**src/rtl/scl_phase_pkg.sv**
```systemverilog
package scl_phase_pkg;

    localparam int FRAC_W      = 24;
    localparam int RAW_FRAC_W  = 19;
    localparam int RAW_INT_W   = 2;
    localparam int RAW_W       = RAW_INT_W + RAW_FRAC_W;
    localparam int RATIO_SHIFT = FRAC_W - RAW_FRAC_W;
    localparam int RATIO_W     = RAW_INT_W + FRAC_W;
    localparam int PHASE_W     = 6;
    localparam int STEP_W      = 3;
    localparam int TAPF_W      = 2;
    localparam int NT_W        = 3;
    localparam int TAPS_MAX    = 4;

    typedef enum logic {
        EDGE_BLACK     = 1'b0,
        EDGE_REPLICATE = 1'b1
    } edge_mode_e;

    typedef struct packed {
        logic [RATIO_W-1:0] ratio;
        logic [FRAC_W-1:0]  init_frac;
        logic [NT_W-1:0]    ntaps;
        logic               bypass;
    } line_cfg_t;

    function automatic logic [NT_W-1:0] taps_from_field(input logic [TAPF_W-1:0] f);
        case (f)
            2'd0:    return NT_W'(1);
            2'd1:    return NT_W'(2);
            default: return NT_W'(4);
        endcase
    endfunction

    function automatic logic scaling_off(input logic [TAPF_W-1:0] own,
                                         input logic [TAPF_W-1:0] other);
        logic [NT_W:0] sum;
        sum = {1'b0, taps_from_field(own)} + {1'b0, taps_from_field(other)};
        return (sum <= (NT_W+1)'(2));
    endfunction

    localparam logic [RATIO_W-1:0] UNITY_RATIO = RATIO_W'(1) << FRAC_W;

endpackage

```
**src/rtl/scl_line_cfg.sv**
```systemverilog
module scl_line_cfg
    import scl_phase_pkg::*;
(
    input  logic                 clk,
    input  logic                 rst,
    input  logic                 load,
    input  logic [RAW_W-1:0]     ratio_raw,
    input  logic [FRAC_W-1:0]    init_frac,
    input  logic [TAPF_W-1:0]    taps_f,
    input  logic [TAPF_W-1:0]    other_taps_f,
    output line_cfg_t            cfg_d,
    output line_cfg_t            cfg_q
);

    always_comb begin
        cfg_d.bypass = scaling_off(taps_f, other_taps_f);
        cfg_d.ntaps  = taps_from_field(taps_f);
        if (cfg_d.bypass) begin
            cfg_d.ratio     = UNITY_RATIO;
            cfg_d.init_frac = '0;
        end else begin
            cfg_d.ratio     = {ratio_raw, {RATIO_SHIFT{1'b0}}};
            cfg_d.init_frac = init_frac;
        end
    end

    always_ff @(posedge clk) begin
        if (rst) begin
            cfg_q.ratio     <= UNITY_RATIO;
            cfg_q.init_frac <= '0;
            cfg_q.ntaps     <= NT_W'(1);
            cfg_q.bypass    <= 1'b1;
        end else if (load) begin
            cfg_q <= cfg_d;
        end
    end

    AST_CFG_HELD: assert property (@(posedge clk) disable iff (rst)
        !load |=> $stable(cfg_q));

endmodule

```
**src/rtl/scl_pos_acc.sv**
```systemverilog
module scl_pos_acc
    import scl_phase_pkg::*;
#(
    parameter int POS_INT_W = 14,
    localparam int POS_W    = POS_INT_W + FRAC_W
)(
    input  logic                 clk,
    input  logic                 rst,
    input  logic                 load,
    input  logic                 adv,
    input  logic [FRAC_W-1:0]    load_frac,
    input  logic [RATIO_W-1:0]   ratio,
    output logic [POS_W-1:0]     pos,
    output logic [STEP_W-1:0]    step
);

    logic [POS_W-1:0]     sum;
    logic [POS_INT_W-1:0] int_diff;

    always_comb begin
        sum      = pos + {{(POS_W-RATIO_W){1'b0}}, ratio};
        int_diff = sum[FRAC_W +: POS_INT_W] - pos[FRAC_W +: POS_INT_W];
        step     = int_diff[STEP_W-1:0];
    end

    always_ff @(posedge clk) begin
        if (rst) begin
            pos <= {POS_INT_W'(1), {FRAC_W{1'b0}}};
        end else if (load) begin
            pos <= {POS_INT_W'(1), load_frac};
        end else if (adv) begin
            pos <= sum;
        end
    end

    AST_LOAD_INT_ONE: assert property (@(posedge clk) disable iff (rst)
        load |=> pos[FRAC_W +: POS_INT_W] == POS_INT_W'(1));

    AST_IDLE_HOLD: assert property (@(posedge clk) disable iff (rst)
        !load && !adv |=> $stable(pos));

endmodule

```
**src/rtl/scl_tap_map.sv**
```systemverilog
module scl_tap_map
    import scl_phase_pkg::*;
#(
    parameter int IDX_W     = 12,
    parameter int MAX_TAPS  = TAPS_MAX,
    parameter int POS_INT_W = IDX_W + 2
)(
    input  logic [POS_INT_W-1:0]                pos_int,
    input  logic [NT_W-1:0]                     ntaps,
    input  logic [IDX_W-1:0]                    width,
    input  edge_mode_e                          edge_mode,
    output logic [MAX_TAPS-1:0]                 tap_en,
    output logic [MAX_TAPS-1:0]                 tap_black,
    output logic [MAX_TAPS-1:0][IDX_W-1:0]      tap_idx
);

    localparam int SW = POS_INT_W + 2;

    logic signed [SW-1:0] base_s;
    logic signed [SW-1:0] off_s;
    logic signed [SW-1:0] width_s;
    logic [NT_W-1:0]      half_m;

    always_comb begin
        half_m  = (ntaps - NT_W'(1)) >> 1;
        base_s  = $signed({2'b00, pos_int}) - SW'(1);
        off_s   = $signed({{(SW-NT_W){1'b0}}, half_m});
        width_s = $signed({{(SW-IDX_W){1'b0}}, width});
    end

    for (genvar k = 0; k < MAX_TAPS; k++) begin : g_tap
        logic signed [SW-1:0] t_s;
        logic                 en_k;
        logic                 low_k;
        logic                 high_k;
        logic [IDX_W-1:0]     clamp_k;

        always_comb begin
            t_s    = base_s - off_s + SW'(k);
            en_k   = (NT_W'(k) < ntaps);
            low_k  = (t_s < 0);
            high_k = !low_k && (t_s >= width_s);
            if (low_k)       clamp_k = '0;
            else if (high_k) clamp_k = width - IDX_W'(1);
            else             clamp_k = t_s[IDX_W-1:0];
            tap_en[k]    = en_k;
            tap_idx[k]   = en_k ? clamp_k : '0;
            tap_black[k] = en_k && (low_k || high_k) && (edge_mode == EDGE_BLACK);
        end
    end

endmodule

```
**src/rtl/scl_phase_gen.sv**
```systemverilog
module scl_phase_gen
    import scl_phase_pkg::*;
#(
    parameter int IDX_W    = 12,
    parameter int MAX_TAPS = TAPS_MAX
)(
    input  logic                             clk,
    input  logic                             rst,
    input  logic [20:0]                      cfg_ratio,
    input  logic [23:0]                      cfg_init_frac,
    input  logic [1:0]                       cfg_taps_m1,
    input  logic [1:0]                       cfg_other_taps_m1,
    input  logic [IDX_W-1:0]                 cfg_width,
    input  logic                             cfg_edge_replicate,
    input  logic                             line_start,
    input  logic                             pix_strobe,
    output logic                             out_valid,
    output logic [5:0]                       out_phase,
    output logic [2:0]                       out_step,
    output logic                             out_bypass,
    output logic [MAX_TAPS-1:0]              out_tap_en,
    output logic [MAX_TAPS-1:0]              out_tap_black,
    output logic [MAX_TAPS-1:0][IDX_W-1:0]   out_tap_idx
);

    localparam int POS_INT_W = IDX_W + 2;
    localparam int POS_W     = POS_INT_W + FRAC_W;

    line_cfg_t                         cfg_d;
    line_cfg_t                         cfg_q;
    logic                              adv;
    logic [POS_W-1:0]                  pos;
    logic [STEP_W-1:0]                 step;
    logic [MAX_TAPS-1:0]               tap_en;
    logic [MAX_TAPS-1:0]               tap_black;
    logic [MAX_TAPS-1:0][IDX_W-1:0]    tap_idx;
    edge_mode_e                        edge_mode;

    assign adv       = pix_strobe && !line_start;
    assign edge_mode = cfg_edge_replicate ? EDGE_REPLICATE : EDGE_BLACK;

    scl_line_cfg u_cfg (
        .clk          (clk),
        .rst          (rst),
        .load         (line_start),
        .ratio_raw    (cfg_ratio),
        .init_frac    (cfg_init_frac),
        .taps_f       (cfg_taps_m1),
        .other_taps_f (cfg_other_taps_m1),
        .cfg_d        (cfg_d),
        .cfg_q        (cfg_q)
    );

    scl_pos_acc #(.POS_INT_W(POS_INT_W)) u_acc (
        .clk       (clk),
        .rst       (rst),
        .load      (line_start),
        .adv       (adv),
        .load_frac (cfg_d.init_frac),
        .ratio     (cfg_q.ratio),
        .pos       (pos),
        .step      (step)
    );

    scl_tap_map #(.IDX_W(IDX_W), .MAX_TAPS(MAX_TAPS), .POS_INT_W(POS_INT_W)) u_map (
        .pos_int   (pos[FRAC_W +: POS_INT_W]),
        .ntaps     (cfg_q.ntaps),
        .width     (cfg_width),
        .edge_mode (edge_mode),
        .tap_en    (tap_en),
        .tap_black (tap_black),
        .tap_idx   (tap_idx)
    );

    always_ff @(posedge clk) begin
        if (rst) begin
            out_valid     <= 1'b0;
            out_phase     <= '0;
            out_step      <= '0;
            out_bypass    <= 1'b0;
            out_tap_en    <= '0;
            out_tap_black <= '0;
            out_tap_idx   <= '0;
        end else begin
            out_valid <= adv;
            if (adv) begin
                out_phase     <= pos[FRAC_W-1 -: PHASE_W];
                out_step      <= step;
                out_bypass    <= cfg_q.bypass;
                out_tap_en    <= tap_en;
                out_tap_black <= tap_black;
                out_tap_idx   <= tap_idx;
            end
        end
    end

    AST_VALID_FROM_STROBE: assert property (@(posedge clk) disable iff (rst)
        out_valid |-> $past(pix_strobe) && !$past(line_start));

    AST_START_SUPPRESS: assert property (@(posedge clk) disable iff (rst)
        line_start |=> !out_valid);

    AST_BYPASS_UNITY: assert property (@(posedge clk) disable iff (rst)
        out_valid && out_bypass |-> out_phase == '0 && out_step == 3'd1);

    AST_TAP_COUNT: assert property (@(posedge clk) disable iff (rst)
        out_valid |-> $countones(out_tap_en) == 1 || $countones(out_tap_en) == 2
                      || $countones(out_tap_en) == 4);

    AST_BLACK_MODE_ONLY: assert property (@(posedge clk) disable iff (rst)
        out_valid && (|out_tap_black) |-> !$past(cfg_edge_replicate));

    AST_IDX_IN_VIEW: assert property (@(posedge clk) disable iff (rst)
        out_valid && $past(cfg_width) != '0 |-> out_tap_idx[0] < $past(cfg_width));

endmodule

```
**config.mk**
```make
export PLATFORM = sky130hd
export DESIGN_NAME = scl_phase_gen
export DESIGN_NICKNAME = d
export VERILOG_FILES = /design/src/rtl/scl_phase_pkg.sv /design/src/rtl/scl_line_cfg.sv /design/src/rtl/scl_pos_acc.sv /design/src/rtl/scl_tap_map.sv /design/src/rtl/scl_phase_gen.sv
export SDC_FILE = /design/constraint.sdc
export NUM_CORES = 1
export LEC_CHECK = 0
export BUFFER_PORTS_ARGS = -buffer_cell sky130_fd_sc_hd__buf_4
export CAP_MARGIN = 25
export CORE_ASPECT_RATIO = 0.75
export CORE_MARGIN = 5
export CORE_UTILIZATION = 40
export DETAILED_ROUTE_END_ITERATION = 6
export HOLD_SLACK_MARGIN = 0.06
export SLEW_MARGIN = 15
export SYNTH_ARGS = -nofsm -noshare
export SYNTH_HDL_FRONTEND = slang
export SYNTH_SLANG_ARGS = --single-unit
```
**constraint.sdc**
```tcl
create_clock -name clk -period 14.7 [get_ports clk]
set_input_delay 2.94 -clock clk [delete_from_list [all_inputs] [get_ports clk]]
set_output_delay 2.94 -clock clk [all_outputs]
set_load 0.02 [all_outputs]
```
-- Word-level counts from Yosys, hierarchy flattened
Cells that the tools add are included.
- output and inout port bits: 67
- flip-flop bits (word level): 135
- multiplexer cells: 18
- reductions and logical operators: 26
- $lt $le $gt $ge: 13
- bitwise logic cells: 1
- equal/unequal tests: 2
- add/sub/neg operators: 10
- operator list (kind ; number):
    12-bit 2-to-1 mux ; 12
    16-bit by 13-bit greater-or-equal comparator with 1-bit output ; 4
    16-bit by 1-bit < comparator with 1-bit output (second input constant) ; 4
    50-bit 2-to-1 mux ; 1
    24-bit 2-to-1 mux ; 2
    38-bit by 26-bit adder with 38-bit output ; 1
    16-bit by 3-bit adder with 16-bit output (second input constant) ; 2
    16-bit by 2-bit adder with 16-bit output (second input constant) ; 1
    15-bit by 3-bit subtractor with 16-bit output ; 1
    14-bit by 1-bit subtractor with 15-bit output (second input constant) ; 1
    1-bit logical AND ; 13
    3-bit case mux with 2 select lines ; 2
    12-bit by 1-bit subtractor with 12-bit output (second input constant) ; 1
    1-bit by 3-bit < comparator with 1-bit output (first input constant) ; 2
    2-bit by 3-bit < comparator with 1-bit output (first input constant) ; 2
    1-bit logical NOT ; 5
    3-bit by 3-bit adder with 4-bit output ; 1
    2-bit by 1-bit equality test with 1-bit output (second input constant) ; 2
    4-bit by 2-bit less-or-equal comparator with 1-bit output (second input constant) ; 1
    2-bit logical NOT ; 2
    1-bit logical OR ; 4
    3-bit by 1-bit subtractor with 3-bit output (second input constant) ; 1
    3-bit subtractor ; 1
    2-bit nonzero test ; 1
    3 further kinds ; 3

-- Depth between registers and ports, before layout
Gate-level depths: netlist (run 1).
- word-level depth: 9
- mapped depth: 24
- mapped depth without buffers: 23

-- Hierarchy
Synthesis (run 1) repeated with hierarchy kept, for this count alone.
- cell total of the unflattened synthesis: 1632
- area, all modules: 13041.3 µm²
- modules (own cells, without submodules) (module ; area each (µm²) ; cells each ; instances):
    scl_tap_map ; 4043.9 ; 589 ; 1
    scl_pos_acc ; 3360.7 ; 447 ; 1
    scl_phase_gen ; 3079.2 ; 302 ; 1
    scl_line_cfg ; 2557.5 ; 294 ; 1

-- Worst setup path after synthesis (run 1)
OpenSTA, ideal clock, no wires.
- kind: input port to flip-flop
- from: input cfg_width[1]
- to: register out_tap_idx[28] in the netlist's numbering
- required time: 14583 ps
- setup slack: 9305 ps
- library setup time: 117 ps
- cell stages on the path: 11
- data arrival time: 5278 ps
- buffers on the path: 0
- cell sequence: inv_1 -> ha_1 -> o21bai_1 -> a21oi_1 -> o21ai_0 -> a211oi_1 -> o21ai_0 -> and4bb_4 -> a211oi_4 -> mux2_1 -> a22o_1
- word-level cells in the longest chain between the ends: 5
- ends and longest elaborated chain (what ; line ; RTL):
    start, declared ; scl_phase_gen.sv:13 ; input logic [IDX_W-1:0] cfg_width,
    16-bit by 13-bit greater-or-equal comparator with 1-bit output ; scl_tap_map.sv:42 ; high_k = !low_k && (t_s >= width_s);
    1-bit logical AND ; scl_tap_map.sv:42 ;
    12-bit 2-to-1 mux * ; scl_tap_map.sv:44 ; else if (high_k) clamp_k = width - IDX_W'(1);
    12-bit 2-to-1 mux * ; scl_tap_map.sv:43 ; if (low_k) clamp_k = '0;
    12-bit 2-to-1 mux * ; scl_tap_map.sv:47 ; tap_idx[k] = en_k ? clamp_k : '0;
    end signal, assigned ; scl_phase_gen.sv:92 ; out_tap_idx <= tap_idx;
    end, declared ; scl_phase_gen.sv:23 ; output logic [MAX_TAPS-1:0][IDX_W-1:0] out_tap_idx
Mark *: on every way between the ends. The rest lies on a longest branch, timed or not.
A chain may end at the register's enable or synchronous reset.

-- Final worst setup path (run 1)
- from: register u_acc.pos[24]
- to: register out_tap_idx[28] in the netlist's numbering
- word-level cells in the longest chain between the ends: 9
- ends and longest elaborated chain (what ; line ; RTL):
    start, declared ; scl_pos_acc.sv:13 ; output logic [POS_W-1:0] pos,
    start signal, assigned ; scl_pos_acc.sv:28 ; pos <= {POS_INT_W'(1), {FRAC_W{1'b0}}};
    start signal, assigned ; scl_pos_acc.sv:30 ; pos <= {POS_INT_W'(1), load_frac};
    start signal, assigned ; scl_pos_acc.sv:32 ; pos <= sum;
    14-bit by 1-bit subtractor with 15-bit output * ; scl_tap_map.sv:26 ; base_s = $signed({2'b00, pos_int}) - SW'(1);
    15-bit by 3-bit subtractor with 16-bit output * ; scl_tap_map.sv:39 ; t_s = base_s - off_s + SW'(k);
    16-bit by 3-bit adder with 16-bit output * ; scl_tap_map.sv:39 ;
    16-bit by 1-bit < comparator with 1-bit output ; scl_tap_map.sv:41 ; low_k = (t_s < 0);
    1-bit logical NOT ; scl_tap_map.sv:42 ;
    1-bit logical AND ; scl_tap_map.sv:42 ;
    12-bit 2-to-1 mux ; scl_tap_map.sv:44 ;
    12-bit 2-to-1 mux * ; scl_tap_map.sv:43 ;
    12-bit 2-to-1 mux * ; scl_tap_map.sv:47 ;
Marks and branches as above.

==> results of run 1 <==
-- sequential cells by signal (all words and copies together), names as in the netlist --
| register | count |
|---|---|
| out_tap_black | 4 |
| u_cfg.cfg_q | 25 |
| out_phase | 6 |
| out_tap_en | 4 |
| out_step | 3 |
| out_valid | 1 |
| out_tap_idx | 48 |
| u_acc.pos | 33 |
| out_bypass | 1 |
-- area by class of cell --
class                      count  area, um^2  share of cell area
multi-input combinational    886        6370               0.575
sequential                   125        2500               0.226
timing repair buffer         136        1030              0.0932
clock buffer                  23         478              0.0431
tap                          300         375              0.0339
inverter                      51         191              0.0173
clock inverter                 9         135              0.0122
-- power breakdown --
| part | switching, uW | internal, uW | leakage, uW |
|---|---|---|---|
| clock network | 161 | 280 | 0.000290 |
| registers | 13.5 | 358 | 0.00102 |
| logic | 308 | 199 | 0.00349 |
| total | 483 | 837 | 0.00480 |
-- per-layer routing --
metal / track usage / part of all wire
met5: 0 / 0
met4: 0.0417 / 0.0089
met3: 0.0410 / 0.052
met2: 0.291 / 0.41
met1: 0.318 / 0.53
-- metrics by stage --
stage / setup WS [ns] / power (uW) / utilization
6_report: 8.30 / 1320 / 0.482
5_1_grt: 8.00 / 1390 / 0.482
4_1_cts: 8.39 / 1320 / 0.482
3_5_place_dp: 8.46 / 876 / 0.455
3_3_place_gp: 8.45 / 870 / 0.454
2_1_floorplan: 9.31 / 736 / -
-- worst min-delay path by stage --
stage	slack (ns)	endpoint	startpoint
2_1_floorplan	0.43	out_bypass	u_cfg.cfg_q[0]
3_3_place_gp	0.44	out_tap_idx[11]	out_tap_idx[11]
3_5_place_dp	0.44	out_tap_idx[11]	out_tap_idx[11]
4_1_cts	0.45	out_tap_idx[19]	out_tap_idx[19]
5_1_grt	0.47	out_tap_idx[11]	out_tap_idx[11]
6_report	0.45	out_tap_idx[11]	out_tap_idx[11]
-- worst max-delay path, cell delays in order, from the launching register on --
cell and delay [ns]:
sky130_fd_sc_hd__dfxtp_1 0.65, sky130_fd_sc_hd__inv_1 0.10, sky130_fd_sc_hd__ha_1 0.30, sky130_fd_sc_hd__inv_1 0.06, sky130_fd_sc_hd__fa_1 0.52, sky130_fd_sc_hd__nor2_1 0.21, sky130_fd_sc_hd__a21oi_1 0.11, sky130_fd_sc_hd__o21ai_0 0.36
sky130_fd_sc_hd__nand2b_1 0.20, sky130_fd_sc_hd__nor4_1 0.85, sky130_fd_sc_hd__nand2_1 0.16, sky130_fd_sc_hd__xnor2_1 0.30, sky130_fd_sc_hd__ha_1 0.22, sky130_fd_sc_hd__o21ai_0 0.09, sky130_fd_sc_hd__nand2b_1 0.08, sky130_fd_sc_hd__o2111ai_1 0.11
sky130_fd_sc_hd__o21ai_0 0.52, sky130_fd_sc_hd__and4bb_4 0.34, sky130_fd_sc_hd__a211oi_4 0.50, sky130_fd_sc_hd__mux2_1 0.40, sky130_fd_sc_hd__a22o_1 0.20
-- cells by family (layout without fill, tap and decap cells) --
kind of cell,after synthesis,count (layout),share of synthesized area
buf+inv,111,219,0.0517
compound gates,310,310,0.234
flops,125,125,0.268
mux,29,29,0.0347
fa+ha+maj,85,85,0.117
simple gates,383,383,0.215
xor+xnor,79,79,0.0793
-- layout by cell type, fill, tap and decap left out, types with 5 or more instances in the layout --
cell type,n
sky130_fd_sc_hd__mux2_1,6
sky130_fd_sc_hd__a22o_1,33
sky130_fd_sc_hd__a21boi_0,6
sky130_fd_sc_hd__xor2_1,20
sky130_fd_sc_hd__nor2b_1,11
sky130_fd_sc_hd__nand2_1,124
sky130_fd_sc_hd__nand3_1,33
sky130_fd_sc_hd__a21o_1,26
sky130_fd_sc_hd__o31ai_1,17
sky130_fd_sc_hd__a2111oi_0,5
sky130_fd_sc_hd__a211oi_1,13
sky130_fd_sc_hd__xnor2_1,54
sky130_fd_sc_hd__a31oi_1,12
sky130_fd_sc_hd__or3b_1,6
sky130_fd_sc_hd__nand4_1,13
sky130_fd_sc_hd__nor3_1,28
sky130_fd_sc_hd__nand2b_1,8
sky130_fd_sc_hd__clkbuf_16,17
sky130_fd_sc_hd__nor4_1,5
sky130_fd_sc_hd__o21ai_0,49
sky130_fd_sc_hd__mux2i_1,17
sky130_fd_sc_hd__o21a_1,6
sky130_fd_sc_hd__o211ai_1,12
sky130_fd_sc_hd__nor3_2,6
sky130_fd_sc_hd__mux2_4,5
sky130_fd_sc_hd__ha_1,81
sky130_fd_sc_hd__dfxtp_1,125
sky130_fd_sc_hd__buf_4,135
sky130_fd_sc_hd__a21oi_1,72
sky130_fd_sc_hd__and3_1,7
sky130_fd_sc_hd__or2_2,9
sky130_fd_sc_hd__nor2_1,77
sky130_fd_sc_hd__inv_1,48
sky130_fd_sc_hd__and2_1,6
sky130_fd_sc_hd__a22oi_1,13
sky130_fd_sc_hd__or3_1,16
==> results.md, run 1 <==
* Run status: finished, final reports clean
* Number of warning messages in the yosys log at 0
* Cts repair resizes at 0
* Startpoint type of the worst setup path: register
* Total grt overflow at 0
* Overall Global Routing Usage at 0.205
* Crit path launch: u_acc.pos[24]
* Top-count cell post-synth: sky130_fd_sc_hd__dfxtp_1
* Synthesized area at 9340 um^2
* Root buffer cell: sky130_fd_sc_hd__clkbuf_16
* Antenna-violating nets left at 0
* Final number of max-transition violations at 0
* Iter 0 DRT Violations at 726
* Chip Width at 186 um
* Number of top-level pins at 133
* Biggest fanout along the worst timing path at 14
* Post-Route WL at 28000 um
* List of most frequent post-synthesis cells: sky130_fd_sc_hd__dfxtp_1 (125), sky130_fd_sc_hd__nand2_1 (124), sky130_fd_sc_hd__ha_1 (81), sky130_fd_sc_hd__nor2_1 (78), sky130_fd_sc_hd__a21oi_1 (72)
* Worst Reg2Reg Path Length in Cells at 20
* Post-synthesis sequential element count at 125
* Layout Cells excl Fill at 1530
* Share of post-route cells with drive strength above 1 at 0.180
* Total Negative Setup Slacks at 0 ns
* Die height at 142 um
* Worst-path clk slew at 0.06 ns
* Number of core rows at 48
* Hold violation total from the final report at 0
* CP Capture Type: register
* Worst reg2reg startpoint: u_acc.pos[24]
* IO Port Bufs at 127
* Maximum number of pins on one net before global-route repair at 45
* Clock latency on the worst-skew pair at 0.43 ns
* Leak Pwr at 0.00480 uW
* Filler Cell Count at 2233
* Top post-synthesis cells by area: sky130_fd_sc_hd__dfxtp_1 (27%), sky130_fd_sc_hd__ha_1 (11%), sky130_fd_sc_hd__xnor2_1 (5.1%), sky130_fd_sc_hd__nand2_1 (5.0%), sky130_fd_sc_hd__a21oi_1 (3.9%)
* Final cell area excluding filler cells at 11100 um^2
* Reg-to-reg endpoint: out_tap_idx[28]
* Minimum period implied by the final worst setup slack at 6.40 ns
* Cell taking the most area after synthesis: sky130_fd_sc_hd__dfxtp_1
* Most used flip-flop cell after synthesis: sky130_fd_sc_hd__dfxtp_1
* Post-CTS setup buffer count at 0
* Initial core utilization at 0.406
* Required time of the worst setup path at 15.02 ns
* Pwr dens at 119 nW/um^2
* Post-CTS Hold Fix Bufs at 0
* End point of the critical path: out_tap_idx[28]
* Final worst path period share at 0.435
* Final Hold Slack at 0.451 ns
* DP Area at 10500 um^2
* Total number of H-tree levels at 4
* Crit Path Class: reg -> reg
* Headroom to the max-slew limit at 0.316
* Wire length of the first global-routing pass at 44200 um
* Antenna diodes at 0
* Total via count in the routed design at 8514
* Endpoint arrival time on the critical path at 6.71 ns
* Hold Crit Depth at 2
* Mean Syn Cell Area at 8.32 um^2
* Worst Clk Skew at 0.0130 ns
* Detailed-placement wirelength estimate at 21400 um
* Number of synthesized flops with an enable pin at 0
* Peak Freq at 156 MHz
* Placeable core region at 23000 um^2
* Area growth from synthesis to final layout at 18.7%
* Worst min-delay path class: reg -> reg
* TritonRoute pass-1 iters at 5
* Global placer's final weighted congestion at 0.911
* Average wire per cell in the routed design at 18.3 um
* Post-layout net count at 1368
* MaxCap Viol Count at 0
* Top cell type's share of synthesized area at 0.268
* TritonCTS clock tree: done
* Sequential-to-total area share from yosys stat at 0.268
* Floorplan die area at 26500 um^2
* Share of flip-flops with an asynchronous set or reset after synthesis at 0
* Synth unique cells at 95
* Ratio of routed vias to standard cells at 5.56
* Count of placed standard cells including taps at 1498
* Number of buffers created by CTS at 17
* Mapped Nets at 1273
* Syn Inst Count at 1122
* Via count of the first global-routing pass at 7879
* CTS Buffer Depth at 2
* Antenna violations before repair at 0
* Setup violation total in the final timing report at 0
* Peak VDD IR at 0.0817 mV
* Worst slew pin tran at 1.02 ns
* RSZ-0062 raised after global routing: false
* DRC violations left at 0
* Worst reg-to-reg setup slack at 8.30 ns
* Number of clock sinks at 125
Note: power is estimated with default switching activity, not from simulation.
==> run 2: changes to the inputs <==
clock period = 5.9 ns   (was 14.7 ns; I/O delays follow)
==> results.md, run 2 (synthesis results as in run 1) <==
* Run status: finished, final reports clean
* Placeable core region at 23000 um^2 (unchanged)
* Die height at 142 um (unchanged)
* IO Port Bufs at 127 (unchanged)
* Worst path buffer plus inverter count at 4 (+2)
* Total via count in the routed design at 8755 (+2.8%)
* Cell depth of the worst setup path at 23 (+15%)
* Wire length of the first global-routing pass at 45100 um (+2.0%)
* Worst Reg2Reg Path Length in Cells at 23 (+15%)
* Total area of sequential cells at 2500 um^2 (unchanged)
* Combinational group share of total power at 0.395 (+0.011)
* Highest-count cells in the layout ignoring fill and taps: sky130_fd_sc_hd__buf_4 (158), sky130_fd_sc_hd__dfxtp_1 (125), sky130_fd_sc_hd__nand2_1 (124), sky130_fd_sc_hd__ha_1 (81), sky130_fd_sc_hd__nor2_1 (76)
* Number of buffers created by CTS at 17 (unchanged)
* Ratio of routed vias to standard cells at 5.64 (+1.3%)
* Detailed-placement wirelength estimate at 22100 um (+3.2%)
* Crit Path Class: reg -> reg
* Net Sw Power at 1240 uW (+160%)
* Final Hold Slack at 0.450 ns (-0.00141 ns)
* CTS Buffer Depth at 2 (unchanged)
* Total grt overflow at 0 (unchanged)
* TritonCTS clock tree: done
* Largest register by flop count: out_tap_idx
* Post-Place Setup Slack at 0.124 ns (-8.34 ns)
* Worst Clk Skew at 0.0152 ns (+0.00220 ns)
* Clock latency on the worst-skew pair at 0.43 ns (about the same)
* Total number of H-tree levels at 4 (unchanged)
* Number of clock sinks at 125 (unchanged)
* End point of the critical path: out_tap_idx[30]
* Final worst path period share at 0.931 (+0.496)
* Number of top-level pins at 133 (unchanged)
* RSZ-0062 raised after global routing: false
* Setup violation total in the final timing report at 0 (unchanged)
* Peak VDD IR at 0.200 mV (+150%)
* Crit path launch: u_cfg.cfg_q[2]
* Most common cell after layout, fill and taps aside: sky130_fd_sc_hd__buf_4
* Setup slack of the critical path after layout at 0.409 ns (-7.89 ns)
* Worst reg2reg startpoint: u_cfg.cfg_q[2]
* Filler Cell Count at 2279 (+2.1%)
* Post-Route WL at 28300 um (+1.0%)
* Chip Width at 186 um (unchanged)
* Required time of the worst setup path at 6.22 ns (-8.80 ns)
* Dominant delay contributor by cell family on the critical path: compound AO/OA/AOI/OAI gates
* Via count of the first global-routing pass at 8078 (+2.5%)
* Post-layout net count at 1391 (+1.7%)
* Number of flip-flops in the largest register at 48 (unchanged)
* Minimum period implied by the final worst setup slack at 5.49 ns (-0.906 ns)
* Iter 0 DRT Violations at 721 (-0.69%)
* Total Negative Setup Slacks at 0 ns (unchanged)
* Hold Crit Depth at 2 (unchanged)
* Area of the multi-input gates at 6410 um^2 (+0.69%)
* DRC violations left at 0 (unchanged)
* Overall Global Routing Usage at 0.208 (+0.00349)
* Slowest Stage Delay on Critical Path at 0.44 ns (-0.41 ns)
* Worst-path clk slew at 0.06 ns (about the same)
* TritonRoute pass-1 iters at 7 (+2)
* Antenna violations before repair at 1 (+1)
* Antenna diodes at 0 (unchanged)
* Cell internal pwr at 2120 uW (+150%)
* Initial core utilization at 0.406 (unchanged)
* Maximum number of pins on one net before global-route repair at 45 (unchanged)
* Leak Pwr at 0.00493 uW (+2.7%)
* Worst slew pin tran at 0.933 ns (-0.0880 ns)
* Relative contribution of sequential cells to total power at 0.274 (-0.007)
* Area growth from synthesis to final layout at 21.1%
* Biggest fanout along the worst timing path at 6 (-8)
* Worst min-delay path class: reg -> reg
* Number of core rows at 48 (unchanged)
* Hold violation total from the final report at 0 (unchanged)
* MaxCap Viol Count at 0 (unchanged)
* Antenna-violating nets left at 0 (unchanged)
* Endpoint arrival time on the critical path at 5.81 ns (-0.90 ns)
* Registers with the highest flip-flop counts: out_tap_idx (48), u_acc.pos (33), u_cfg.cfg_q (25)
* Highest-delay cell along the critical path: sky130_fd_sc_hd__a2111o_1
* Average wire per cell in the routed design at 18.2 um (-0.45%)
* Peak Freq at 182 MHz (+16%)
* Clock power frac at 0.330 (-0.005)
* Switching fraction of total power at 0.369 (+0.00299)
* CP Capture Type: register
* Headroom to the max-slew limit at 0.378 (+0.0624)
* Reg-to-reg endpoint: out_tap_idx[30]
* Root buffer cell: sky130_fd_sc_hd__clkbuf_16
* Final number of max-transition violations at 0 (unchanged)
* Worst reg-to-reg setup slack at 0.41 ns (-7.89 ns)
* Share of post-route cells with drive strength above 1 at 0.202 (+0.0222)
* Startpoint type of the worst setup path: register
* Pwr dens at 297 nW/um^2 (+150%)
* Floorplan die area at 26500 um^2 (unchanged)
* Global placer's final weighted congestion at 0.898 (-1.5%)
* Crit path cell chain: inv_1 -> ha_1 -> inv_1 -> ha_1 -> inv_1 -> fa_2 -> nor4bb_4 -> a31o_1 -> nand3_1 -> a2111o_1 -> nand3_1 -> nand2_1 -> xnor2_1 -> ha_1 -> o21ai_0 -> nand2b_1 -> o2111ai_1 -> o21ai_1 -> and4bb_4 -> a211oi_4 -> buf_4 -> mux2_1 -> a22o_1
[run 2: changes by cell type in the layout (fill, tap and decap cells not counted), sizes merged]
cell,delta
clkinv,+4
inv,+1
clkinvlp,-1
buf,+23
clkbuf,-4
[run 2: worst min-delay path by stage]
stage / start / end / slack [ns]
2_1_floorplan: u_cfg.cfg_q[0] / out_bypass / 0.43
6_report: out_tap_idx[19] / out_tap_idx[19] / 0.45
3_3_place_gp: out_tap_idx[9] / out_tap_idx[9] / 0.44
5_1_grt: u_cfg.cfg_q[0] / out_bypass / 0.46
4_1_cts: out_tap_idx[19] / out_tap_idx[19] / 0.45
3_5_place_dp: out_tap_idx[20] / out_tap_idx[20] / 0.44
[run 2: layout make-up]
class,count,area share
clock inverters,13,0.0145
repair buffers,159,0.107
multi-input cells,886,0.567
inverters,51,0.0169
well taps,300,0.0332
clock buffers,19,0.0401
flip-flops and latches,125,0.221
[run 2: timing repair]
action,in CTS,in global routing
hold endpoints to repair,0,0
hold buffers,0,0
setup buffers,0,0
setup endpoints to repair,0,33
resized for setup,0,11
[run 2: power groups by stage]
stage          clock [uW]  combinational [uW]  sequential (uW)
2_1_floorplan           0                 874              959
6_report             1110                1330              921
3_5_place_dp            0                1290              939
4_1_cts              1120                1300              921
3_3_place_gp            0                1280              938
5_1_grt              1160                1450              926
[run 2: routing by layer]
layer,global-route usage,up-vias,share of wire
met1,0.324,4122,0.51
met5,0,-,0.00046
li1,-,4326,-
met3,0.0375,26,0.060
met2,0.295,279,0.41
met4,0.0502,2,0.014
[run 2: metrics by stage]
stage / total power, uW / utilization / instance area, um^2 / instances
after floorplan: 1830 / - / 9340 / 1122
after global placement: 2220 / 0.462 / 10600 / 1520
after detailed placement: 2230 / 0.462 / 10600 / 1521
after CTS: 3340 / 0.489 / 11300 / 1553
after global routing: 3540 / 0.491 / 11300 / 1553
final: 3350 / 0.491 / 11300 / 1553
[run 2: worst reg2reg max path, stage by stage, from the launching register on]
cell	delay, ns
sky130_fd_sc_hd__dfxtp_1	0.40
sky130_fd_sc_hd__inv_1	0.09
sky130_fd_sc_hd__ha_1	0.27
sky130_fd_sc_hd__inv_1	0.06
sky130_fd_sc_hd__ha_1	0.15
sky130_fd_sc_hd__inv_1	0.06
sky130_fd_sc_hd__fa_2	0.41
sky130_fd_sc_hd__nor4bb_4	0.30
sky130_fd_sc_hd__a31o_1	0.22
sky130_fd_sc_hd__nand3_1	0.12
sky130_fd_sc_hd__a2111o_1	0.44
sky130_fd_sc_hd__nand3_1	0.20
sky130_fd_sc_hd__nand2_1	0.10
sky130_fd_sc_hd__xnor2_1	0.35
sky130_fd_sc_hd__ha_1	0.25
sky130_fd_sc_hd__o21ai_0	0.10
sky130_fd_sc_hd__nand2b_1	0.08
sky130_fd_sc_hd__o2111ai_1	0.12
sky130_fd_sc_hd__o21ai_1	0.35
sky130_fd_sc_hd__and4bb_4	0.32
sky130_fd_sc_hd__a211oi_4	0.24
sky130_fd_sc_hd__buf_4	0.20
sky130_fd_sc_hd__mux2_1	0.36
sky130_fd_sc_hd__a22o_1	0.20
==> run 3: changes to the inputs <==
CORE_UTILIZATION = 59   (was 40)
PLACE_DENSITY = 0.82   (was default)
==> results.md, run 3 (synthesis results as in run 1) <==
* Run status: finished, final reports clean
* MaxCap Viol Count at 0 (unchanged)
* Worst slew pin tran at 1.02 ns (+0.0849 ns)
* Registers with the highest flip-flop counts: out_tap_idx (48), u_acc.pos (33), u_cfg.cfg_q (25)
* Crit Path Class: reg -> reg
* Biggest fanout along the worst timing path at 6 (unchanged)
* Final worst path period share at 0.958 (+0.0275)
* Chip Width at 155 um (-17%)
* Peak Freq at 177 MHz (-2.9%)
* Worst min-delay path class: reg -> reg
* Highest-count cells in the layout ignoring fill and taps: sky130_fd_sc_hd__buf_4 (163), sky130_fd_sc_hd__dfxtp_1 (125), sky130_fd_sc_hd__nand2_1 (124), sky130_fd_sc_hd__ha_1 (81), sky130_fd_sc_hd__nor2_1 (77)
* CP Capture Type: register
* Overall Global Routing Usage at 0.292 (+0.0837)
* Leak Pwr at 0.00498 uW (+0.93%)
* CTS Buffer Depth at 2 (unchanged)
* TritonRoute pass-1 iters at 6 (-1)
* Total via count in the routed design at 9231 (+5.4%)
* Worst Reg2Reg Path Length in Cells at 23 (unchanged)
* TritonCTS clock tree: done
* Worst reg2reg startpoint: u_cfg.cfg_q[1]
* Peak VDD IR at 0.217 mV (+8.5%)
* Root buffer cell: sky130_fd_sc_hd__clkbuf_16
* Hold violation total from the final report at 0 (unchanged)
* Startpoint type of the worst setup path: register
* Area growth from synthesis to final layout at 20.5%
* Pwr dens at 304 nW/um^2 (+2.6%)
* Reg-to-reg endpoint: out_tap_idx[35]
* Layout Cells excl Fill at 1464 (-5.7%)
* RSZ-0062 raised after global routing: false
* Number of buffers created by CTS at 17 (unchanged)
* Antenna violations before repair at 0 (-1)
* Ratio of routed vias to standard cells at 6.31 (+12%)
* Number of top-level pins at 133 (unchanged)
* Setup violation total in the final timing report at 0 (unchanged)
* Floorplan die area at 18500 um^2 (-30%)
* Total number of H-tree levels at 4 (unchanged)
* Minimum period implied by the final worst setup slack at 5.65 ns (+0.162 ns)
* IO Port Bufs at 127 (unchanged)
* Number of clock sinks at 125 (unchanged)
* Placeable core region at 15400 um^2 (-33%)
* Die height at 119 um (-16%)
* Iter 0 DRT Violations at 1100 (+53%)
* Via count of the first global-routing pass at 8405 (+4.0%)
* Worst-path clk slew at 0.06 ns (about the same)
* Antenna diodes at 0 (unchanged)
* Post-layout net count at 1397 (+0.43%)
* Total grt overflow at 0 (unchanged)
* Most common cell after layout, fill and taps aside: sky130_fd_sc_hd__buf_4
* Number of core rows at 39 (-19%)
* Final core utilization at 0.732 (+0.240)
* Total Negative Setup Slacks at 0 ns (unchanged)
* Count of placed standard cells including taps at 1430 (-6.0%)
* Share of post-route cells with drive strength above 1 at 0.203 (+0.00142)
* Required time of the worst setup path at 6.22 ns (about the same)
* Initial core utilization at 0.607 (+0.201)
* Final number of max-transition violations at 0 (unchanged)
* Worst min-delay path endpoint: out_bypass
* Post-Route WL at 28200 um (-0.37%)
* Headroom to the max-slew limit at 0.318 (-0.0603)
* Filler Cell Count at 1134 (-50%)
* Number of flip-flops in the largest register at 48 (unchanged)
* Average wire per cell in the routed design at 19.3 um (+5.7%)
* Start point of the worst hold path: u_cfg.cfg_q[0]
* Maximum number of pins on one net before global-route repair at 45 (unchanged)
* Largest register by flop count: out_tap_idx
* Wire length of the first global-routing pass at 44200 um (-1.9%)
* Worst reg-to-reg setup slack at 0.25 ns (-0.16 ns)
* Worst Clk Skew at 0.0102 ns (-0.00499 ns)
* DRC violations left at 0 (unchanged)
* Clock latency on the worst-skew pair at 0.44 ns (about the same)
* Global placer's final weighted congestion at 0.999 (+11%)
* Endpoint arrival time on the critical path at 5.97 ns (+0.16 ns)
* Antenna-violating nets left at 0 (unchanged)
* Hold Crit Depth at 2 (unchanged)
* Detailed-placement wirelength estimate at 21000 um (-5.0%)
run 3: stage by stage:
step	power, uW	area [um^2]	setup WS [ns]	hold slack, ns
floorplan	1830	9340	0.691	0.432
global placement	2190	10500	0.270	0.435
detailed placement	2230	10600	0.148	0.444
CTS	3380	11200	0.105	0.452
global route	3570	11200	0.00539	0.480
finish	3430	11200	0.247	0.454
run 3: report_power, final:
part / total, uW / internal, uW / switching, uW
logic: 1350 / 555 / 793
clock network: 1150 / 730 / 424
registers: 922 / 891 / 31.4
total: 3430 / 2180 / 1250
run 3: critical path: stages (launching register included):
cell                        delay (ns)
sky130_fd_sc_hd__dfxtp_1          0.38
sky130_fd_sc_hd__inv_1            0.09
sky130_fd_sc_hd__ha_1             0.31
sky130_fd_sc_hd__inv_1            0.06
sky130_fd_sc_hd__ha_1             0.15
sky130_fd_sc_hd__inv_1            0.05
sky130_fd_sc_hd__fa_1             0.46
sky130_fd_sc_hd__nor4bb_2         0.34
sky130_fd_sc_hd__a31o_1           0.16
sky130_fd_sc_hd__nand3_1          0.09
sky130_fd_sc_hd__a2111o_1         0.44
sky130_fd_sc_hd__a31oi_4          0.27
sky130_fd_sc_hd__nand2_1          0.13
sky130_fd_sc_hd__xnor2_2          0.24
sky130_fd_sc_hd__ha_1             0.29
sky130_fd_sc_hd__a211o_1          0.32
sky130_fd_sc_hd__a211oi_1         0.23
sky130_fd_sc_hd__o21ai_1          0.17
sky130_fd_sc_hd__buf_4            0.17
sky130_fd_sc_hd__a2111oi_4        0.40
sky130_fd_sc_hd__buf_4            0.20
sky130_fd_sc_hd__a21oi_4          0.07
sky130_fd_sc_hd__mux2_4           0.33
sky130_fd_sc_hd__a22o_1           0.20
run 3: area by class of cell:
type | instances | area [um^2] | share of cell area
Sequential cell | 125 | 2500 | 0.222
Clock inverter | 13 | 188 | 0.0167
Multi-Input combinational cell | 886 | 6390 | 0.568
Clock buffer | 19 | 453 | 0.0403
Inverter | 51 | 191 | 0.0170
Timing Repair Buffer | 165 | 1270 | 0.113
Tap cell | 205 | 256 | 0.0228
run 3: what timing repair did:
action,4_1_cts,5_1_grt
hold buffers,0,0
setup endpoints to repair,0,22
resized for setup,0,5
setup buffers,0,1
run 3: worst max-delay path by stage:
| stage | startpoint | endpoint | slack [ns] | cells after the start |
|---|---|---|---|---|
| global route | u_cfg.cfg_q[1] | out_tap_idx[37] | 0.005 | 21 |
| global placement | u_cfg.cfg_q[1] | out_tap_idx[28] | 0.27 | 23 |
| finish | u_cfg.cfg_q[1] | out_tap_idx[35] | 0.25 | 23 |
| detailed placement | u_cfg.cfg_q[1] | out_tap_idx[33] | 0.15 | 23 |
| CTS | u_cfg.cfg_q[1] | out_tap_idx[33] | 0.10 | 23 |
| floorplan | u_acc.pos[24] | out_tap_idx[28] | 0.69 | 20 |
run 3: metal layers:
layer,global-route usage,part of all wire,vias up
met3,0.0584,0.10,52
met1,0.435,0.45,4333
met2,0.431,0.42,522
met5,0,0,-
li1,-,-,4324
met4,0.0765,0.017,0
